**src/rtl/victim_buf_pkg.sv**
```systemverilog
package victim_buf_pkg;

  // Position of the lowest set bit of a one-hot (or zero) vector, 0 if none.
  function automatic int unsigned lowest_set(input logic [31:0] vec);
    int unsigned pos;
    pos = 0;
    for (int k = 31; k >= 0; k--) begin
      if (vec[k]) pos = k;
    end
    return pos;
  endfunction

  // Entries valid after removing `drop` and adding `add` to `used`.
  function automatic int unsigned occupancy_after(input int unsigned used,
                                                  input bit drop,
                                                  input bit add);
    return used - (drop ? 1 : 0) + (add ? 1 : 0);
  endfunction

endpackage

```
**src/rtl/vb_match.sv**
```systemverilog
module vb_match #(
  parameter int ADDR_W  = 28,
  parameter int ENTRIES = 4
) (
  input  logic [ENTRIES-1:0][ADDR_W-1:0] tags,
  input  logic [ENTRIES-1:0]             held,
  input  logic [ADDR_W-1:0]              key,
  output logic [ENTRIES-1:0]             match_vec
);
  for (genvar g = 0; g < ENTRIES; g++) begin : g_cmp
    assign match_vec[g] = held[g] && (tags[g] == key);
  end
endmodule

```
**src/rtl/vb_store.sv**
```systemverilog
module vb_store
  import victim_buf_pkg::*;
#(
  parameter int ADDR_W  = 28,
  parameter int DATA_W  = 64,
  parameter int ENTRIES = 4,
  localparam int IW = (ENTRIES > 1) ? $clog2(ENTRIES) : 1,
  localparam int CW = $clog2(ENTRIES + 1)
) (
  input  logic                           clk,
  input  logic                           rst_n,
  input  logic                           drop_en,
  input  logic [IW-1:0]                  drop_idx,
  input  logic                           push_en,
  input  logic [ADDR_W-1:0]              push_addr,
  input  logic [DATA_W-1:0]              push_data,
  output logic [ENTRIES-1:0][ADDR_W-1:0] tags,
  output logic [ENTRIES-1:0][DATA_W-1:0] lines,
  output logic [ENTRIES-1:0]             held,
  output logic [CW-1:0]                  used
);
  // Slot 0 is the oldest entry; valid entries occupy slots 0..used-1.
  logic [ENTRIES-1:0][ADDR_W-1:0] tags_n;
  logic [ENTRIES-1:0][DATA_W-1:0] lines_n;
  logic [CW-1:0]                  used_n;
  logic [CW-1:0]                  used_mid;

  always_comb begin
    used_mid = used - CW'(drop_en);
    used_n   = CW'(occupancy_after(int'(used), drop_en, push_en));
    tags_n   = tags;
    lines_n  = lines;
    for (int i = 0; i < ENTRIES; i++) begin
      if (drop_en && (i >= int'(drop_idx)) && (i + 1 < ENTRIES)) begin
        tags_n[i]  = tags[i+1];
        lines_n[i] = lines[i+1];
      end
    end
    for (int i = 0; i < ENTRIES; i++) begin
      if (push_en && (i == int'(used_mid))) begin
        tags_n[i]  = push_addr;
        lines_n[i] = push_data;
      end
    end
  end

  always_ff @(posedge clk) begin
    if (!rst_n) begin
      used  <= '0;
      tags  <= '0;
      lines <= '0;
    end else begin
      used  <= used_n;
      tags  <= tags_n;
      lines <= lines_n;
    end
  end

  for (genvar g = 0; g < ENTRIES; g++) begin : g_held
    assign held[g] = (CW'(g) < used);
  end

  // the top never pushes into a full store without freeing a slot.
  p_no_overflow_r3: assert property (@(posedge clk) disable iff (!rst_n)
    (used == CW'(ENTRIES) && push_en) |-> drop_en);

  // occupancy never exceeds the entry count.
  p_bound_r3: assert property (@(posedge clk) disable iff (!rst_n)
    used <= CW'(ENTRIES));

  // a removal is only requested for a slot that is in use.
  p_drop_held_r6: assert property (@(posedge clk) disable iff (!rst_n)
    drop_en |-> held[drop_idx]);
endmodule

```
**src/rtl/victim_buf.sv**
```systemverilog
module victim_buf
  import victim_buf_pkg::*;
#(
  parameter int ADDR_W  = 28,
  parameter int DATA_W  = 64,
  parameter int ENTRIES = 4,
  localparam int IW = (ENTRIES > 1) ? $clog2(ENTRIES) : 1,
  localparam int CW = $clog2(ENTRIES + 1)
) (
  input  logic              clk,
  input  logic              rst_n,
  input  logic              lk_valid,
  input  logic [ADDR_W-1:0] lk_addr,
  output logic              lk_hit,
  output logic [DATA_W-1:0] lk_data,
  input  logic              ins_valid,
  input  logic [ADDR_W-1:0] ins_addr,
  input  logic [DATA_W-1:0] ins_data,
  output logic              spill_valid,
  output logic [ADDR_W-1:0] spill_addr,
  output logic [DATA_W-1:0] spill_data
);
  logic [ENTRIES-1:0][ADDR_W-1:0] tags;
  logic [ENTRIES-1:0][DATA_W-1:0] lines;
  logic [ENTRIES-1:0]             held;
  logic [CW-1:0]                  used;
  logic [ENTRIES-1:0]             probe_vec;
  logic [ENTRIES-1:0]             dup_vec;
  logic [IW-1:0]                  hit_idx;

  // Named internal events.
  logic full;
  logic evict_evt;
  logic swap_evt;
  logic take_evt;
  logic drop_en;
  logic [IW-1:0] drop_idx;

  vb_match #(.ADDR_W(ADDR_W), .ENTRIES(ENTRIES)) u_probe (
    .tags(tags), .held(held), .key(lk_addr), .match_vec(probe_vec)
  );

  vb_match #(.ADDR_W(ADDR_W), .ENTRIES(ENTRIES)) u_dup (
    .tags(tags), .held(held), .key(ins_addr), .match_vec(dup_vec)
  );

  always_comb begin
    hit_idx   = IW'(lowest_set(32'(probe_vec)));
    lk_hit    = lk_valid && (|probe_vec);
    lk_data   = lines[hit_idx];
    full      = (used == CW'(ENTRIES));
    swap_evt  = lk_hit && ins_valid;
    take_evt  = lk_hit && !ins_valid;
    evict_evt = ins_valid && !lk_hit && full;
    drop_en   = lk_hit || evict_evt;
    drop_idx  = lk_hit ? hit_idx : '0;
  end

  vb_store #(.ADDR_W(ADDR_W), .DATA_W(DATA_W), .ENTRIES(ENTRIES)) u_store (
    .clk(clk), .rst_n(rst_n),
    .drop_en(drop_en), .drop_idx(drop_idx),
    .push_en(ins_valid), .push_addr(ins_addr), .push_data(ins_data),
    .tags(tags), .lines(lines), .held(held), .used(used)
  );

  always_ff @(posedge clk) begin
    if (!rst_n) begin
      spill_valid <= 1'b0;
      spill_addr  <= '0;
      spill_data  <= '0;
    end else begin
      spill_valid <= evict_evt;
      if (evict_evt) begin
        spill_addr <= tags[0];
        spill_data <= lines[0];
      end
    end
  end

  // exclusivity leaves at most one entry matching any probe.
  p_single_match_r2: assert property (@(posedge clk) disable iff (!rst_n)
    $onehot0(probe_vec));

  // an empty buffer never reports a hit.
  p_empty_miss_r1: assert property (@(posedge clk) disable iff (!rst_n)
    (used == '0) |-> !lk_hit);

  // an offered eviction is never already held here.
  p_exclusive_r8: assert property (@(posedge clk) disable iff (!rst_n)
    ins_valid |-> !(|dup_vec));

  // a swap leaves the occupancy unchanged and sends nothing down.
  p_swap_count_r5: assert property (@(posedge clk) disable iff (!rst_n)
    swap_evt |=> (used == $past(used)) && !spill_valid);

  // a hit without a replacement frees exactly one slot.
  p_take_count_r6: assert property (@(posedge clk) disable iff (!rst_n)
    take_evt |=> (used == $past(used) - CW'(1)));

  // a displacement shows the former oldest line on the next cycle.
  p_spill_r4: assert property (@(posedge clk) disable iff (!rst_n)
    evict_evt |=> spill_valid && (spill_addr == $past(tags[0]))
                  && (spill_data == $past(lines[0])));

  // a spill cycle is never followed by a spill without a new displacement.
  p_spill_pulse_r7: assert property (@(posedge clk) disable iff (!rst_n)
    !evict_evt |=> !spill_valid);
endmodule

```
**config.mk**
```make
export PLATFORM = sky130hd
export DESIGN_NAME = victim_buf
export DESIGN_NICKNAME = d
export VERILOG_FILES = /design/src/rtl/victim_buf_pkg.sv /design/src/rtl/vb_match.sv /design/src/rtl/vb_store.sv /design/src/rtl/victim_buf.sv
export SDC_FILE = /design/constraint.sdc
export NUM_CORES = 1
export LEC_CHECK = 0
export ABC_AREA = 1
export BUFFER_PORTS_ARGS = -buffer_cell sky130_fd_sc_hd__buf_2
export CORE_MARGIN = 5
export CORE_UTILIZATION = 45
export DETAILED_ROUTE_END_ITERATION = 12
export GPL_TIMING_DRIVEN = 0
export RECOVER_POWER = 50
export SLEW_MARGIN = 5
export SYNTH_ARGS = -nofsm -noshare
export SYNTH_HDL_FRONTEND = slang
export SYNTH_SLANG_ARGS = --single-unit
```
**constraint.sdc**
```tcl
create_clock -name clk -period 6 [get_ports clk]
set_input_delay 0 -clock clk [delete_from_list [all_inputs] [get_ports clk]]
set_output_delay 0 -clock clk [all_outputs]
set_load 0.02 [all_outputs]
```
==> impl_metrics.tcl, run 1 <==
set metrics [dict create \
    worstPathCellList "inv_1 -> ha_1 -> nand2_1 -> nand2_1 -> nor2_1 -> nand2_1 -> nor2_1 -> nand2_1 -> nor2_1 -> nor2_1 -> nand2_2 -> nand2_2 -> nand2_2 -> ha_1 -> inv_1 -> ha_1 -> nor4_1 -> clkbuf_1 -> buf_1 -> nand2_1 -> o21ai_0 -> nor2_1 -> nor2_1" \
    crit_type "flip-flop to flip-flop" \
    slowest_delay_ps 1000 \
    endpoint_kind "flip-flop" \
    wirelength_um 90000 \
    crit_top_cell "nor2_1" \
    fp.dieH_um 240 \
    htreeDepth 2 \
    synth_fp_nets 3901 \
    syn_inst 3769 \
    grt_pass1_wl_um 137000 \
    post_synth.cell_area_avg_um2 6.34 \
    yosysSeqAreaShare_pct 38.9 \
    num_vias 25700 \
    setup_viol 0 \
    coreArea_um2 52600 \
    fin_skew_ps 22.4 \
    rows 84 \
    tightest_slew_ps 1380 \
    critical_path_buf_inv_count 4 \
    utilization_pct 54.4 \
    synth-seq-cells 464 \
    min_period_ps 5570 \
    yosysUniqueCellTypes 28 \
    grt_use_total_pct 30.1 \
    tritoncts "yes" \
    antenna_found_initial 6 \
    die-area_um2 57800 \
    power_leakage_nw 13.2 \
    syn-cell-area_um2 23900 \
    cts-root-buf "clkbuf_16" \
    synth-edff-count 0 \
    p_total_mw 12.4 \
    syn_to_final_growth_pct 19.8 \
    cpMaxStageDelayCell "clkbuf_1" \
    final_cells 4926 \
    fin_setup_tns_ps 0 \
    required_ps 6530 \
    via_per_inst 5.23 \
    layout_commonest_cell "nor2_1" \
    synth-warning-count 0 \
    synth_flop_cell "dfxtp_1" \
    rsz0062_at_grt "false" \
    cts_resized 0 \
    finalCritPeriodShare_pct 92.8 \
    cts_hold_buf 93 \
    die_x_um 240 \
    io_buffers 280 \
    place_inst 4737 \
    cp_max_fo 10 \
    overflow 0 \
    status "finished, final reports clean" \
    grt_pass1_vias 23700 \
    cts_post_setup_buffers_inserted 0 \
    ios 282 \
    path_clk_slew_ps 60 \
    drt_pass1_iterations 5 \
    ant_nets 0 \
    cp-start-kind "flip-flop" \
    cp.arrival_ps 6110 \
    wl_per_cell_um 18.3 \
    hold_class "input pin to flip-flop" \
    drv_cap 0 \
    drive_gt1_share_pct 7.58 \
    clock-sinks 464 \
    nNetsFinal 4329 \
    dr.first_iter.drc_count 2229 \
    fmax_mhz 180 \
    max-slew-margin-rel_pct 8.20 \
    clkLatencyLatePin_ps 610 \
    clock_tree.buffer_depth 3 \
    layout_common_cells "808 x nor2_1, 788 x nand2_1, 618 x o21ai_0" \
    final_max_slew_viol_count 0 \
    start_util_pct 45.4 \
    async_flop_share_pct 0 \
    dpl.hpwl_um 66300 \
    ir_worst_vdd_mv 0.235 \
    grt_max_degree 14 \
    finalHoldViolations 0 \
    remaining_drc_errors 0 \
    numCtsBuffers 53 \
    path_delay_family "simple AND/OR/NAND/NOR gates" \
    powerDensity_nw_per_um2 433 \
    dpl-instance-area_um2 26100 \
    gp_routability_congestion 0.899 \
    design_area_um2 28600 \
]
## stage by stage
stage	hold slack, ps	setup slack [ps]
after floorplan	158	2600
after global placement	291	784
after detailed placement	296	773
after CTS	136	693
after global routing	173	209
final	163	430
## layout make-up
class / count / area [um^2]
flip-flops and latches: 464 / 9290
inverters: 319 / 1200
well taps: 688 / 861
fillers: 5573 / 23900
multi-input cells: 2714 / 12000
clock inverters: 14 / 203
diodes: 4 / 10.0
plain buffers: 272 / 1340
repair buffers: 373 / 2140
clock buffers: 78 / 1550
## cell families (layout without fill, tap and decap cells)
kind of cell	count (synthesis)	after routing	share of synthesized area, %
AOI/OAI and AO/OA	994	994	22.2
xor gates and xnor gates	8	8	0.293
adders and majority gates	8	8	0.451
buffers and inverters	591	1056	10.7
DFF	464	464	38.9
other	0	4	0
and+or+nand+nor	1704	1704	27.5
## worst paths after layout
check,depth (start not counted),from,slack (ps),to
worst max-delay path,23,u_store.used[1]$_SDFF_PN0_,430,u_store.tags[46]$_SDFFE_PN0P_
worst min-delay path,8,lk_valid,160,u_store.lines[189]$_SDFFE_PN0P_
worst max register to register,23,u_store.used[1]$_SDFF_PN0_,430,u_store.tags[46]$_SDFFE_PN0P_
worst min register to register,2,spill_data[53]$_SDFFE_PN0P_,480,spill_data[53]$_SDFFE_PN0P_
## sequential cells by signal, summed over array words and instances (netlist names)
name	count
spill_data	64
u_store.used	3
u_store.lines	256
spill_valid	1
spill_addr	28
u_store.tags	112
## cells in the mapped netlist, types with 2 or more instances
library cell | number | area share [%]
o21ai_1 | 37 | 0.78
nand2_1 | 787 | 12
dfxtp_1 | 464 | 39
buf_2 | 32 | 0.67
inv_1 | 294 | 4.6
a21oi_1 | 209 | 4.4
clkbuf_2 | 17 | 0.36
o31ai_1 | 64 | 2.0
o21ai_0 | 618 | 13
xnor2_1 | 7 | 0.26
clkbuf_1 | 162 | 2.5
ha_1 | 7 | 0.37
nor4_1 | 3 | 0.079
buf_6 | 28 | 1.3
o211ai_1 | 64 | 2.0
nand2_2 | 6 | 0.16
nor2_1 | 806 | 13
buf_4 | 17 | 0.53
nand3_1 | 98 | 2.1
inv_2 | 25 | 0.39
buf_1 | 16 | 0.25
nor2_2 | 2 | 0.052
## per-layer routing
layer / GRT usage [%] / routed length (um) / share of wire [%]
met5: 0 / 7 / 0.0078
met4: 10.2 / 2970 / 3.3
met3: 4.32 / 6770 / 7.5
met2: 47.3 / 39900 / 44
met1: 42.7 / 40400 / 45
## tightest hold or removal path, delay by kind of cell
kind | cells | cell delay, ps
buffers and inverters | 2 | 290
and+or+nand+nor | 6 | 450
## power by group
part,leakage [nW],internal (mW),switching [mW]
Clock,0.868,1.99,1.36
Sequential,3.78,3.87,0.503
Combinational,8.57,1.50,3.15
Total,13.2,7.36,5.02
Note: power is estimated with default switching activity, not from simulation.
==> run 2: changes to the inputs <==
CTS_CLUSTER_SIZE = 24   (was default)
clock period = 5.7 ns   (was 6 ns; I/O delays follow)
==> impl_metrics.tcl, run 2 (same netlist as run 1, synthesis figures left out) <==
set metrics [dict create \
    drt-met1-wl_um 40300 \
    min_period_ps 5460 \
    via_per_inst 5.23 \
    wirelength_um 90100 \
    layout_common_cells "807 x nor2_1, 788 x nand2_1, 618 x o21ai_0" \
    io_buffers 280 \
    syn_to_final_growth_pct 19.8 \
    ant_nets 0 \
    path_delay_family "simple AND/OR/NAND/NOR gates" \
    rows 84 \
    design_area_um2 28600 \
    final_max_slew_viol_count 0 \
    clkLatencyLatePin_ps 620 \
    ir_worst_vdd_mv 0.248 \
    max-slew-margin-rel_pct 8.11 \
    dr.first_iter.drc_count 2256 \
    rsz0062_at_grt "false" \
    overflow 0 \
    cts_hold_buf 93 \
    largest_register "u_store.lines" \
    hold_class "input pin to flip-flop" \
    endpoint_kind "flip-flop" \
    cts_resized 0 \
    fin_skew_ps 24.3 \
    cp-start-kind "flip-flop" \
    htreeDepth 2 \
    cp.arrival_ps 5990 \
    fin_setup_tns_ps 0 \
    dr.max_layer_used "met5" \
    wl_met3_um 6800 \
    wl_met2_um 39900 \
    antenna_found_initial 6 \
    setup_viol 0 \
    largest_reg_flops 256 \
    dpl.hpwl_um 66300 \
    drt_pass1_iterations 6 \
    cp_max_fo 10 \
    wl_per_cell_um 18.3 \
    slowest_delay_ps 1000 \
    finalHoldViolations 0 \
    nNetsFinal 4329 \
    top_regs "u_store.lines x256, u_store.tags x112, spill_data x64" \
    tightest_slew_ps 1380 \
    layout_commonest_cell "nor2_1" \
    die_x_um 240 \
    numCtsBuffers 53 \
    ios 282 \
    clock-sinks 464 \
    status "finished, final reports clean" \
    nFillCells 5571 \
    path_clk_slew_ps 60 \
    required_ps 6240 \
    grt_max_degree 14 \
    drive_gt1_share_pct 7.61 \
    cts-root-buf "clkbuf_16" \
    remaining_drc_errors 0 \
    die-area_um2 57800 \
    finalCritPeriodShare_pct 95.7 \
    tritoncts "yes" \
    cts_post_setup_buffers_inserted 0 \
    crit_type "flip-flop to flip-flop" \
    start_util_pct 45.4 \
    cpMaxStageDelayCell "clkbuf_1" \
    worstPathCellList "inv_1 -> ha_1 -> nand2_1 -> nand2_1 -> nor2_1 -> nand2_1 -> nor2_1 -> nand2_1 -> nor2_4 -> nor2_1 -> nand2_2 -> nand2_2 -> nand2_2 -> ha_1 -> inv_1 -> ha_1 -> nor4_1 -> clkbuf_1 -> buf_1 -> nand2_1 -> o21ai_0 -> nor2_1 -> nor2_1" \
    grt_pass1_vias 23700 \
    fmax_mhz 183 \
    clock_tree.buffer_depth 3 \
    powerDensity_nw_per_um2 455 \
    grt_use_total_pct 30.1 \
    coreArea_um2 52600 \
    num_vias 25800 \
    gp_routability_congestion 0.899 \
    dpl-instance-area_um2 26100 \
    drv_cap 0 \
    power_leakage_nw 13.2 \
    fp.dieH_um 240 \
    critical_path_buf_inv_count 4 \
    grt_pass1_wl_um 137000 \
]
run 2: worst min-delay path, delay by kind of cell:
kind                   cells  cell delay, ps
AND/OR/NAND/NOR            6             450
buffers and inverters      2             290
run 2: through the flow:
step | utilization (%) | setup WS, ps | hold slack, ps | cells | power (mW)
3_3_place_gp | 49.8 | 484 | 291 | 4737 | 9.46
6_report | 54.5 | 245 | 164 | 4926 | 13.0
4_1_cts | 54.9 | 393 | 136 | 4922 | 13.1
2_1_floorplan | - | 2300 | 158 | 3769 | 7.91
5_1_grt | 54.5 | 41.6 | 173 | 4924 | 13.9
3_5_place_dp | 49.8 | 473 | 296 | 4737 | 9.50
run 2: final timing paths:
kind / start / cells past startpoint / slack, ps / end
worst min register to register: spill_data[53]$_SDFFE_PN0P_ / 2 / 480 / spill_data[53]$_SDFFE_PN0P_
worst max-delay path: u_store.used[1]$_SDFF_PN0_ / 23 / 240 / u_store.tags[42]$_SDFFE_PN0P_
worst min-delay path: lk_valid / 8 / 160 / u_store.lines[189]$_SDFFE_PN0P_
worst max register to register: u_store.used[1]$_SDFF_PN0_ / 23 / 240 / u_store.tags[42]$_SDFFE_PN0P_
run 2: layer usage:
metal | GRT usage [%] | vias up
li1 | - | 13000
met1 | 42.7 | 11800
met2 | 47.3 | 862
met3 | 4.32 | 156
met4 | 10.2 | 2
met5 | 0 | -
run 2: layout make-up:
type / instances / area, um^2 / area share (%)
Clock buffer: 78 / 1550 / 5.42
Sequential cell: 464 / 9290 / 32.5
Clock inverter: 14 / 203 / 0.708
Inverter: 319 / 1200 / 4.18
Antenna cell: 4 / 10.0 / 0.0350
Multi-Input combinational cell: 2714 / 12000 / 42.0
Buffer: 272 / 1340 / 4.69
Timing Repair Buffer: 373 / 2140 / 7.47
Tap cell: 688 / 861 / 3.01
run 2: report_power, final:
part           total (mW)  switching, mW  internal [mW]
Sequential           4.60          0.529           4.07
Clock                3.53           1.43           2.09
Combinational        4.90           3.32           1.58
Total                13.0           5.28           7.74
